`config.mk`:
```
export PLATFORM = sky130hd
export DESIGN_NAME = mwreg_i2c_bank
export DESIGN_NICKNAME = d
export VERILOG_FILES = /design/src/rtl/mwreg_pkg.sv /design/src/rtl/mwreg_link.sv /design/src/rtl/mwreg_store.sv /design/src/rtl/mwreg_i2c_bank.sv
export SDC_FILE = /design/constraint.sdc
export NUM_CORES = 1
export LEC_CHECK = 0
export CAP_MARGIN = 0
export CELL_PAD_IN_SITES_DETAIL_PLACEMENT = 1
export CELL_PAD_IN_SITES_GLOBAL_PLACEMENT = 2
export CORE_MARGIN = 2
export CORE_UTILIZATION = 33
export CTS_CLUSTER_DIAMETER = 50
export CTS_CLUSTER_SIZE = 20
export DETAILED_ROUTE_END_ITERATION = 8
export GPL_TIMING_DRIVEN = 0
export PLACE_DENSITY_LB_ADDON = 0.1
export SLEW_MARGIN = 20
export SYNTH_ARGS = -nofsm -noshare
export SYNTH_HDL_FRONTEND = slang
export SYNTH_HIERARCHICAL = 1
export SYNTH_SLANG_ARGS = --single-unit
```
`constraint.sdc`:
```
create_clock -name clk -period 3.4 [get_ports clk]
set_input_delay 1.02 -clock clk [delete_from_list [all_inputs] [get_ports clk]]
set_output_delay 1.02 -clock clk [all_outputs]
set_load 0.01 [all_outputs]
```
`src/rtl/mwreg_pkg.sv`:
```
package mwreg_pkg;
  localparam int NARROW_N = 29;
  localparam int WIDE_N   = 2;
  localparam logic [7:0] WIDE_ADDR [WIDE_N] = '{8'h20, 8'h25};
  localparam logic [7:0] ID_ADDR     = 8'h01;
  localparam logic [7:0] STATUS_ADDR = 8'h02;
  localparam logic [7:0] ID_VALUE    = 8'h03;

  function automatic logic is_reserved(input logic [7:0] a);
    return (a == 8'h0F) || (a >= 8'h11 && a <= 8'h17) || (a >= 8'h1D && a <= 8'h1F);
  endfunction

  function automatic logic [7:0] reset_value(input logic [7:0] a);
    case (a)
      8'h00: return 8'h6C;
      8'h01: return ID_VALUE;
      8'h03: return 8'hA0;
      8'h04: return 8'h05;
      8'h05: return 8'h60;
      8'h07: return 8'hFF;
      8'h08, 8'h09, 8'h0A, 8'h0B, 8'h0C, 8'h0D: return 8'h30;
      8'h18: return 8'h3F;
      8'h1A: return 8'h18;
      8'h1B: return 8'h82;
      8'h1C: return 8'h05;
      default: return 8'h00;
    endcase
  endfunction
endpackage

```
`src/rtl/mwreg_link.sv`:
```
module mwreg_link #(
  parameter logic [6:0] TARGET_ADDR = 7'h36
) (
  input  logic       clk,
  input  logic       rst,
  input  logic       scl_i,
  input  logic       sda_i,
  output logic       sda_oe_o,
  output logic       begin_o,
  output logic       rw_o,
  output logic       byte_v_o,
  output logic [7:0] byte_o,
  output logic       tx_load_o,
  input  logic [7:0] tx_byte_i
);
  typedef enum logic [2:0] {L_IDLE, L_ADDR, L_AACK, L_RX, L_RACK, L_TX, L_MACK} link_st_t;
  link_st_t   state;
  logic [1:0] scl_sy, sda_sy;
  logic       scl_d, sda_d;
  logic [7:0] sh;
  logic [3:0] bcnt;

  always_ff @(posedge clk) begin
    if (rst) begin
      scl_sy <= 2'b11; sda_sy <= 2'b11; scl_d <= 1'b1; sda_d <= 1'b1;
    end else begin
      scl_sy <= {scl_sy[0], scl_i}; sda_sy <= {sda_sy[0], sda_i};
      scl_d  <= scl_sy[1];          sda_d  <= sda_sy[1];
    end
  end

  wire scl_s     = scl_sy[1];
  wire sda_s     = sda_sy[1];
  wire scl_rise  = scl_s & ~scl_d;
  wire scl_fall  = ~scl_s & scl_d;
  wire start_det = scl_s & scl_d & sda_d & ~sda_s;
  wire stop_det  = scl_s & scl_d & ~sda_d & sda_s;

  assign tx_load_o = scl_fall && !start_det && !stop_det &&
                     ((state == L_AACK && rw_o) || state == L_MACK);
  assign byte_o = sh;

  always_ff @(posedge clk) begin
    begin_o  <= 1'b0;
    byte_v_o <= 1'b0;
    if (rst) begin
      state <= L_IDLE; sh <= '0; bcnt <= '0; rw_o <= 1'b0; sda_oe_o <= 1'b0;
    end else if (stop_det) begin
      state <= L_IDLE; sda_oe_o <= 1'b0;
    end else if (start_det) begin
      state <= L_ADDR; bcnt <= '0; sda_oe_o <= 1'b0;
    end else if (scl_rise) begin
      if (state == L_ADDR || state == L_RX) begin
        sh <= {sh[6:0], sda_s}; bcnt <= bcnt + 4'd1;
      end else if (state == L_MACK && sda_s) begin
        state <= L_IDLE;
      end
    end else if (scl_fall) begin
      case (state)
        L_ADDR: if (bcnt == 4'd8) begin
          if (sh[7:1] == TARGET_ADDR) begin
            sda_oe_o <= 1'b1; rw_o <= sh[0]; begin_o <= 1'b1; state <= L_AACK;
          end else state <= L_IDLE;
        end
        L_RX: if (bcnt == 4'd8) begin
          sda_oe_o <= 1'b1; byte_v_o <= 1'b1; state <= L_RACK;
        end
        L_AACK, L_RACK: if (tx_load_o) begin
          sh <= tx_byte_i; sda_oe_o <= ~tx_byte_i[7]; bcnt <= 4'd1; state <= L_TX;
        end else begin
          sda_oe_o <= 1'b0; bcnt <= '0; state <= L_RX;
        end
        L_TX: if (bcnt == 4'd8) begin
          sda_oe_o <= 1'b0; state <= L_MACK;
        end else begin
          sda_oe_o <= ~sh[6]; sh <= {sh[6:0], 1'b0}; bcnt <= bcnt + 4'd1;
        end
        L_MACK: begin
          sh <= tx_byte_i; sda_oe_o <= ~tx_byte_i[7]; bcnt <= 4'd1; state <= L_TX;
        end
        default: state <= L_IDLE;
      endcase
    end
  end

  // no pull on SDA while idle or while an address is shifting in
  p_quiet_idle_r1: assert property (@(posedge clk) disable iff (rst)
    (state == L_IDLE || state == L_ADDR) |-> !sda_oe_o);
endmodule

```
`src/rtl/mwreg_store.sv`:
```
module mwreg_store
  import mwreg_pkg::*;
#(
  parameter int NARROW = NARROW_N,
  parameter int WIDE   = WIDE_N
) (
  input  logic                  clk,
  input  logic                  rst,
  input  logic                  begin_i,
  input  logic                  rw_i,
  input  logic                  byte_v_i,
  input  logic [7:0]            byte_i,
  input  logic                  tx_load_i,
  output logic [7:0]            tx_byte_o,
  input  logic [7:0]            status_i,
  output logic [NARROW*8-1:0]   narrow_o,
  output logic [WIDE*32-1:0]    wide_o
);
  localparam int AW = $clog2(NARROW);
  localparam logic [7:0] NLIM = 8'(NARROW);

  logic [7:0]  narrow_q [NARROW];
  logic [31:0] wide_q   [WIDE];
  logic [7:0]  ptr;
  logic [2:0]  idx;
  logic        expect_ptr;
  logic [23:0] stage;
  logic [WIDE-1:0] wide_hit;

  wire in_narrow = (ptr < NLIM);
  wire wr_ok     = in_narrow && !is_reserved(ptr) && ptr != ID_ADDR && ptr != STATUS_ADDR;
  wire data_v    = byte_v_i && !expect_ptr;

  for (genvar k = 0; k < WIDE; k++) begin : g_wide
    assign wide_hit[k] = (ptr == WIDE_ADDR[k]);
    assign wide_o[k*32 +: 32] = wide_q[k];
    always_ff @(posedge clk) begin
      if (rst) wide_q[k] <= '0;
      else if (data_v && wide_hit[k] && idx == 3'd3) wide_q[k] <= {stage, byte_i};
    end
    // a wide word moves only on the fourth byte of its burst
    p_wide_hold_r3: assert property (@(posedge clk) disable iff (rst)
      !(data_v && wide_hit[k] && idx == 3'd3) |=> $stable(wide_q[k]));
  end

  for (genvar a = 0; a < NARROW; a++) begin : g_narrow
    assign narrow_o[a*8 +: 8] = narrow_q[a];
    if (is_reserved(8'(a))) begin : g_rsv
      // reserved slots never change
      p_reserved_hold_r5: assert property (@(posedge clk) disable iff (rst)
        1'b1 |=> $stable(narrow_q[a]));
    end
  end

  always_ff @(posedge clk) begin
    if (rst) begin
      for (int a = 0; a < NARROW; a++) narrow_q[a] <= reset_value(8'(a));
      ptr <= '0; idx <= '0; expect_ptr <= 1'b0; stage <= '0;
    end else if (begin_i) begin
      idx <= '0; expect_ptr <= !rw_i;
    end else if (byte_v_i) begin
      if (expect_ptr) begin
        ptr <= byte_i; expect_ptr <= 1'b0; idx <= '0;
      end else begin
        stage <= {stage[15:0], byte_i};
        if (idx != 3'd4) idx <= idx + 3'd1;
        if (wr_ok && idx == 3'd0) narrow_q[ptr[AW-1:0]] <= byte_i;
      end
    end else if (tx_load_i && idx != 3'd4) begin
      idx <= idx + 3'd1;
    end
  end

  always_comb begin
    tx_byte_o = 8'h00;
    if (in_narrow && idx == 3'd0) begin
      if (ptr == ID_ADDR)               tx_byte_o = ID_VALUE;
      else if (ptr == STATUS_ADDR)      tx_byte_o = status_i;
      else if (!is_reserved(ptr))       tx_byte_o = narrow_q[ptr[AW-1:0]];
    end
    for (int k = 0; k < WIDE; k++)
      if (wide_hit[k] && !idx[2]) tx_byte_o = wide_q[k][{~idx[1:0], 3'b000} +: 8];
  end

  // identification byte is what leaves the bank
  p_id_read_r4: assert property (@(posedge clk) disable iff (rst)
    (tx_load_i && ptr == ID_ADDR && idx == 3'd0) |-> tx_byte_o == 8'h03);
  // status byte is the live input
  p_status_live_r6: assert property (@(posedge clk) disable iff (rst)
    (tx_load_i && ptr == STATUS_ADDR && idx == 3'd0) |-> tx_byte_o == status_i);
  // byte index saturates at the widest location
  p_idx_bound_r8: assert property (@(posedge clk) disable iff (rst) idx <= 3'd4);
endmodule

```
`src/rtl/mwreg_i2c_bank.sv`:
```
module mwreg_i2c_bank
  import mwreg_pkg::*;
#(
  parameter logic [6:0] TARGET_ADDR = 7'h36,
  parameter int NARROW = NARROW_N,
  parameter int WIDE   = WIDE_N
) (
  input  logic                clk,
  input  logic                rst,
  input  logic                scl_i,
  input  logic                sda_i,
  output logic                sda_oe_o,
  input  logic [7:0]          status_i,
  output logic [NARROW*8-1:0] narrow_o,
  output logic [WIDE*32-1:0]  wide_o
);
  logic       begin_p, rw, byte_v, tx_load;
  logic [7:0] rx_byte, tx_byte;

  mwreg_link #(.TARGET_ADDR(TARGET_ADDR)) u_link (
    .clk(clk), .rst(rst), .scl_i(scl_i), .sda_i(sda_i), .sda_oe_o(sda_oe_o),
    .begin_o(begin_p), .rw_o(rw), .byte_v_o(byte_v), .byte_o(rx_byte),
    .tx_load_o(tx_load), .tx_byte_i(tx_byte));

  mwreg_store #(.NARROW(NARROW), .WIDE(WIDE)) u_store (
    .clk(clk), .rst(rst), .begin_i(begin_p), .rw_i(rw), .byte_v_i(byte_v),
    .byte_i(rx_byte), .tx_load_i(tx_load), .tx_byte_o(tx_byte),
    .status_i(status_i), .narrow_o(narrow_o), .wide_o(wide_o));
endmodule

```
After elaboration in Yosys (flattened, before gate mapping)

Memory sizes are Yosys's and may differ from the RTL's. A register that Yosys moved wholly into a read port is not among the register bits.
Cells that the tools add are included.

Flip-flop bits (word level): 61
Latch bits: 0
Memory bits (writable): 296
Memory bits (read-only): 0
Logic and storage cells: 218
Memories: 2

Memories:

| name             | words | width | rd ports | clocked after Yosys merged registers in | wr ports | RTL line          | source |
|---|---|---|---|---|---|---|---|
| u_store.narrow_q | 29    | 8     | 30       | 1                                       | 29       | mwreg_store.sv:22 | `logic [7:0] narrow_q [NARROW];` |
| u_store.wide_q   | 2     | 32    | 2        | 0                                       | 2        | mwreg_store.sv:23 | `logic [31:0] wide_q [WIDE];` |

$add $sub $neg: 2
$mul: 0
Divide/modulo/power cells: 0
$lt $le $gt $ge: 5
Eq/ne operators: 36
Shift operators: 2
Muxes and demuxes: 76
Bitwise logic cells: 25
Reduce and logical (&&, ||, !) cells: 54

Operators by type and width:

| kind               | number |
|---|---|
| $mux 8             | 23 |
| $mux 32            | 2 |
| $shiftx 32x6->8    | 2 |
| $mux 3             | 12 |
| $mux 1             | 26 |
| $pmux 8 s3         | 1 |
| $logic_and 1x1->1  | 20 |
| $mux 4             | 5 |
| $reduce_and 6->1   | 3 |
| $eq 8x6->1 const B | 2 |
| $ge 8x5->1 const B | 2 |
| $le 8x5->1 const B | 2 |
| $mux 5             | 3 |
| $not 1->1          | 15 |
| $pmux 3 s5         | 1 |
| $reduce_and 7->1   | 2 |
| $ne 2x2->1 const B | 6 |
| $ne 3x3->1 const B | 4 |
| $ne 4x2->1 const B | 3 |
| $pmux 4 s3         | 1 |
| $reduce_bool 5->1  | 2 |
| $eq 3x2->1 const B | 3 |
| $eq 3x3->1 const B | 3 |
| $ne 3x1->1 const B | 3 |
| 32 further kinds   | 54 |

Logic depth before layout (Yosys ltp)

Depth in word-level cells: 17
Mapped depth: 12
Mapped depth without buffers: 10

Cells and area by module

The synthesis kept the hierarchy.

Modules (own cells, without submodules):

| module      | times used | cells each | area an instance (µm²) | seq. area each (µm²) |
|---|---|---|---|---|
| mwreg_store | 1          | 1072       | 15732.6                | 10430.0 |
| mwreg_link  | 1          | 184        | 1477.7                 | 500.5 |

Least setup slack after synthesis

No wires, ideal clock.

Path type: register to register
Start point: reg u_store.idx[0]
End point: mem u_store.narrow_q[10][0], enable pin
Setup time: 0.384 ns
Arrival time: 2.853 ns
Data required time: 3.016 ns
Setup slack: 0.163 ns
Stages on the path, launching flop included: 11
Buffers on the path: 3
Path through: dfxtp_1 buf_2 buf_1 inv_1 ha_1 nor2b_1 nand4_1 a31o_1 or4b_1 buf_2 o21ai_0

RTL lines:

| item                   | RTL line          | source |
|---|---|---|
| start, declared        | mwreg_store.sv:25 | `logic [2:0] idx;` |
| start signal, assigned | mwreg_store.sv:66 | `if (idx != 3'd4) idx <= idx + 3'd1;` |
| start signal, assigned | mwreg_store.sv:70 | `idx <= idx + 3'd1;` |
| end, declared          | mwreg_store.sv:22 |  |

==> results.txt <==
* Number of buffers created by CTS: 42
- Post-route clock period utilization: 99.11%
- Counting every instance in the synthesized netlist gives 1,256.
* Number of synthesized flops with an enable pin: 320
- Together, buffers and inverters on the worst path number 3.
* Count of pins over their slew limit: 0
- Instance area at placement: 21,540 µm²
* Starting DRC count in detailed routing: 1,001
* Detailed-route wire length per cell: 27.23 µm
- Worst slew margin relative to its limit: 25.67%
- Class of the tightest hold or removal check: flop to flop
* Total DRC errors in the routed layout: 0
- Once detail routing completed, the nets flagged for antenna violations numbered 0.
- GRT Resource Usage Total: 24.59%
- Global routing finished with a remaining overflow of 0.
- Overall power consumption after layout is estimated at 10,950 µW.
- Maximum number of pins on one net before global-route repair: 33
* Post-synthesis cell type with the largest combined area: sky130_fd_sc_hd__edfxtp_1
- The first detailed-routing pass ran for 5 iterations.
- The analysis attributes to cell leakage a power of 0.007830 µW.
- TritonCTS clock tree: done
* Clock latency reported for the late side of the worst-skew pair: 0.58 ns
* Total negative setup slack: 0 ns
- Antenna violations before repair: 1
* Routed via count: 12,630
* DIE AREA: 54,000 µm²
- P_sw: 2721 µW
- Total Nets Final: 1,739
- The cell area that synthesis handed to floorplanning was 17,210 µm².
* Max-cap violation count: 0
* Proportion of synthesized flip-flops having asynchronous set or reset: 0%
- CP startpoint kind: input port
- Subtracting the final worst setup slack from the clock period gives 3.370 ns.
* Total of flip-flops plus latches after synthesis: 386
- Unrepaired setup endpoints after global routing: true
- Once the floorplan was initialized, standard cells occupied 33.48% of the core.
- Actual slew at the worst max-slew pin: 1.113 ns
- Cells along the critical path: clkdlybuf4s50_1 > nor2_2 > nand4_1 > a31o_1 > buf_4 > buf_2 > o31ai_2
* Final setup violation count: 0
* Req. time, crit path: 3.60 ns
* Minimum setup slack after placement: -0.9706 ns
- Summing all multi-input logic gate instances after layout gives 6320 µm².
- Each instance of the synthesized netlist takes up on average 13.70 µm².
* Element type at the critical path end: flop
- Clock-pin slew was measured on the worst setup and hold paths at 0.06 ns.
- Timing would allow up to 0.2967 GHz.
- Via/cell ratio: 5.192
- Most instantiated flip-flop cell in the synthesis netlist: sky130_fd_sc_hd__edfxtp_1
* Design internal power: 8226 µW
* Proportion of power drawn by flip-flops and latches: 50.3%
* Post-synthesis cell type count: 67
- The worst-case IR drop observed on VDD is 0.2693 mV.
- Family with the most delay on the worst path: buffers and inverters
- Register area share after synthesis: 63.51%
* Fill cell total of the finished layout: 5,401
* Global-route wire length before repair: 94,550 µm
- During synthesis, Yosys emitted a total of 6 warnings.
* Number of buffers inserted by port buffering: 308
- Area of the core: 51,410 µm²
* RD Place Congestion: 0.9023
* Fraction of final layout cells sized beyond drive strength 1: 15.98%
- The worst setup path is of the input port to flop kind.
- Final worst setup slack: 0.03014 ns
- Number of buffers added to fix hold violations after cts: 0
- HPWL after DPL: 49,820 µm
- The share of total power dissipated in combinational logic is 7.6%.
- Cells taking the most area after synthesis: sky130_fd_sc_hd__edfxtp_1 (56%), sky130_fd_sc_hd__mux4_2 (10%), sky130_fd_sc_hd__dfxtp_1 (7.7%), sky130_fd_sc_hd__and2_1 (3.6%), sky130_fd_sc_hd__nand2_1 (2.7%)
* Summed area of non-filler cells in the final layout: 23,280 µm²
- DRT Wirelength: 66,250 µm
- In this run the number of H-tree levels came out at 2.
* Sequential cell area in the final layout: 10,930 µm²
- From synthesis to final layout, the design area changed by 35.25%.
* Buffer depth of the longest clock path: 3
* Status: complete, no violations
- Slowest Stage Delay on Critical Path: 0.67 ns
* Final hold violations: 0
* CP arrival: 3.57 ns
- Dividing total power by cell area gives a power density of 470.3 nW/µm².
- Share of the synthesized area in the top cell type: 55.83%
* I/O Pins: 309
- Die boundary width: 232.4 µm
- From bottom edge to top edge, the die measures 232.4 µm.
- Of all nets on the critical path, the largest fanout is 10.
* Slowest CP cell: sky130_fd_sc_hd__o31ai_2
* Net switching share of the total power: 24.86%
- Row count: 83
- Number of global-route vias before repair: 13,070
* Proportion of power drawn by the clock network: 42.1%
- Clock Tree Root: sky130_fd_sc_hd__clkbuf_16
- Hold timing on the final database bottoms out at a slack of 0.4095 ns.
- Counting every sink on the clock net gives 386.
* Skew final: 0.03400 ns
-- worst reg2reg max path: cells and delay by family, from the launching register on --
kind / cells / cell delay [ns]
AO/OA/AOI/OAI: 4 / 0.71
AND/OR/NAND/NOR: 3 / 0.90
flip-flops: 1 / 0.31
buffers and inverters: 3 / 1.01
multiplexers: 1 / 0.31
-- state kept, by name, summed over array words and instances, names as in the netlist, 2 cells and up, named ones only --
signal and cells:
u_store/stage 24, u_store/ptr 8, u_link/byte_o 8, u_link/bcnt 4
u_store/narrow_q 256, u_store/idx 3, u_link/state 3, u_store/wide_q 64
u_link/scl_sy 2, u_link/sda_sy 2
-- per-layer routing --
metal  vias up  GRT usage, %  part of all wire, %
met2       438         42.75                   51
met3        76         3.015                  5.5
met5         -             0                    0
met4         0         6.530                  2.2
li1       5587             -                    -
met1      6531         32.41                   41
-- power by group through the flow --
stage	clock network (µW)	registers, µW	logic, µW
floorplan	0	5630	198
global placement	0	5610	816
detailed placement	0	5620	822
CTS	4720	5510	828
global route	4890	5530	879
finish	4610	5510	834
-- cell families (layout without fill, tap and decap cells) --
group	count (synthesis)	in the layout	synth area share [%]
fa+ha+maj	8	8	0.5816
simple gates	468	468	14.74
xor+xnor	3	3	0.1527
buf+inv	124	518	3.162
compound gates	167	167	6.347
mux	98	98	11.46
flops	386	386	63.51
other cells	2	105	0.04364
-- path summary, 6_finish.rpt --
path	start	endpoint	slack, ns	depth (start not counted)
hold reg to reg	u_link/scl_sy[0]	u_link/scl_sy[1]	0.41	1
setup reg to reg	flop	u_link/byte_o[0]	0.08	11
hold / removal	u_link/scl_sy[0]	u_link/scl_sy[1]	0.41	1
setup / recovery	rst	u_store/narrow_q[25][6]	0.03	7
-- layout make-up --
| type | instances | share of cell area [%] |
|---|---|---|
| Sequential cell | 386 | 46.96 |
| Multi-Input combinational cell | 848 | 27.15 |
| Tap cell | 680 | 3.655 |
| Timing Repair Buffer | 320 | 13.85 |
| Clock inverter | 33 | 1.279 |
| Inverter | 24 | 0.3870 |
| Buffer | 97 | 2.026 |
| Antenna cell | 1 | 0.01075 |
| Clock buffer | 44 | 4.682 |
-- Yosys cell counts (all sizes together), types with 4 or more instances --
cell       n
nor3      71
or3       12
o21ai     26
mux4      78
nand2b    11
ha         8
a21o      12
a22oi      6
o31ai      4
nor2b      6
inv       24
nor4      40
o22ai     21
nand2    125
nand3b     6
clkbuf    65
edfxtp   320
and2      98
nor2      42
dfxtp     66
a22o       5
buf       35
nand3     11
mux2      12
mux2i      8
o2bb2ai    5
a211o      8
or2       27
a21oi     58
and3b      4
-- per-stage QoR --
stage | instances | util, %
after floorplan | 1358 | -
after global placement | 2346 | 41.88
after detailed placement | 2346 | 41.90
after CTS | 2421 | 44.84
after global routing | 2432 | 45.28
final | 2433 | 45.28
-- timing repair --
action / 4_1_cts / 5_1_grt
resized for setup: 28 / 19
setup buffers: 0 / 12
pin swaps: 0 / 9
setup endpoints to repair: 197 / 201
cloned: 0 / 0
-- placed cells by master, fill, tap and decap left out, types with 20 or more instances in the layout --
cell	synthesis	layout
sky130_fd_sc_hd__a21oi_1	58	58
sky130_fd_sc_hd__and2_1	98	98
sky130_fd_sc_hd__clkbuf_1	65	59
sky130_fd_sc_hd__clkbuf_16	0	43
sky130_fd_sc_hd__clkdlybuf4s50_1	0	308
sky130_fd_sc_hd__conb_1	2	104
sky130_fd_sc_hd__dfxtp_1	66	65
sky130_fd_sc_hd__edfxtp_1	320	320
sky130_fd_sc_hd__inv_1	24	24
sky130_fd_sc_hd__mux4_2	78	78
sky130_fd_sc_hd__nand2_1	125	123
sky130_fd_sc_hd__nor2_1	42	41
sky130_fd_sc_hd__nor3_1	67	64
sky130_fd_sc_hd__nor4_1	34	28
sky130_fd_sc_hd__o21ai_0	25	20
sky130_fd_sc_hd__o22ai_1	21	21
sky130_fd_sc_hd__or2_2	26	26
(Power assumes the default switching activity.)
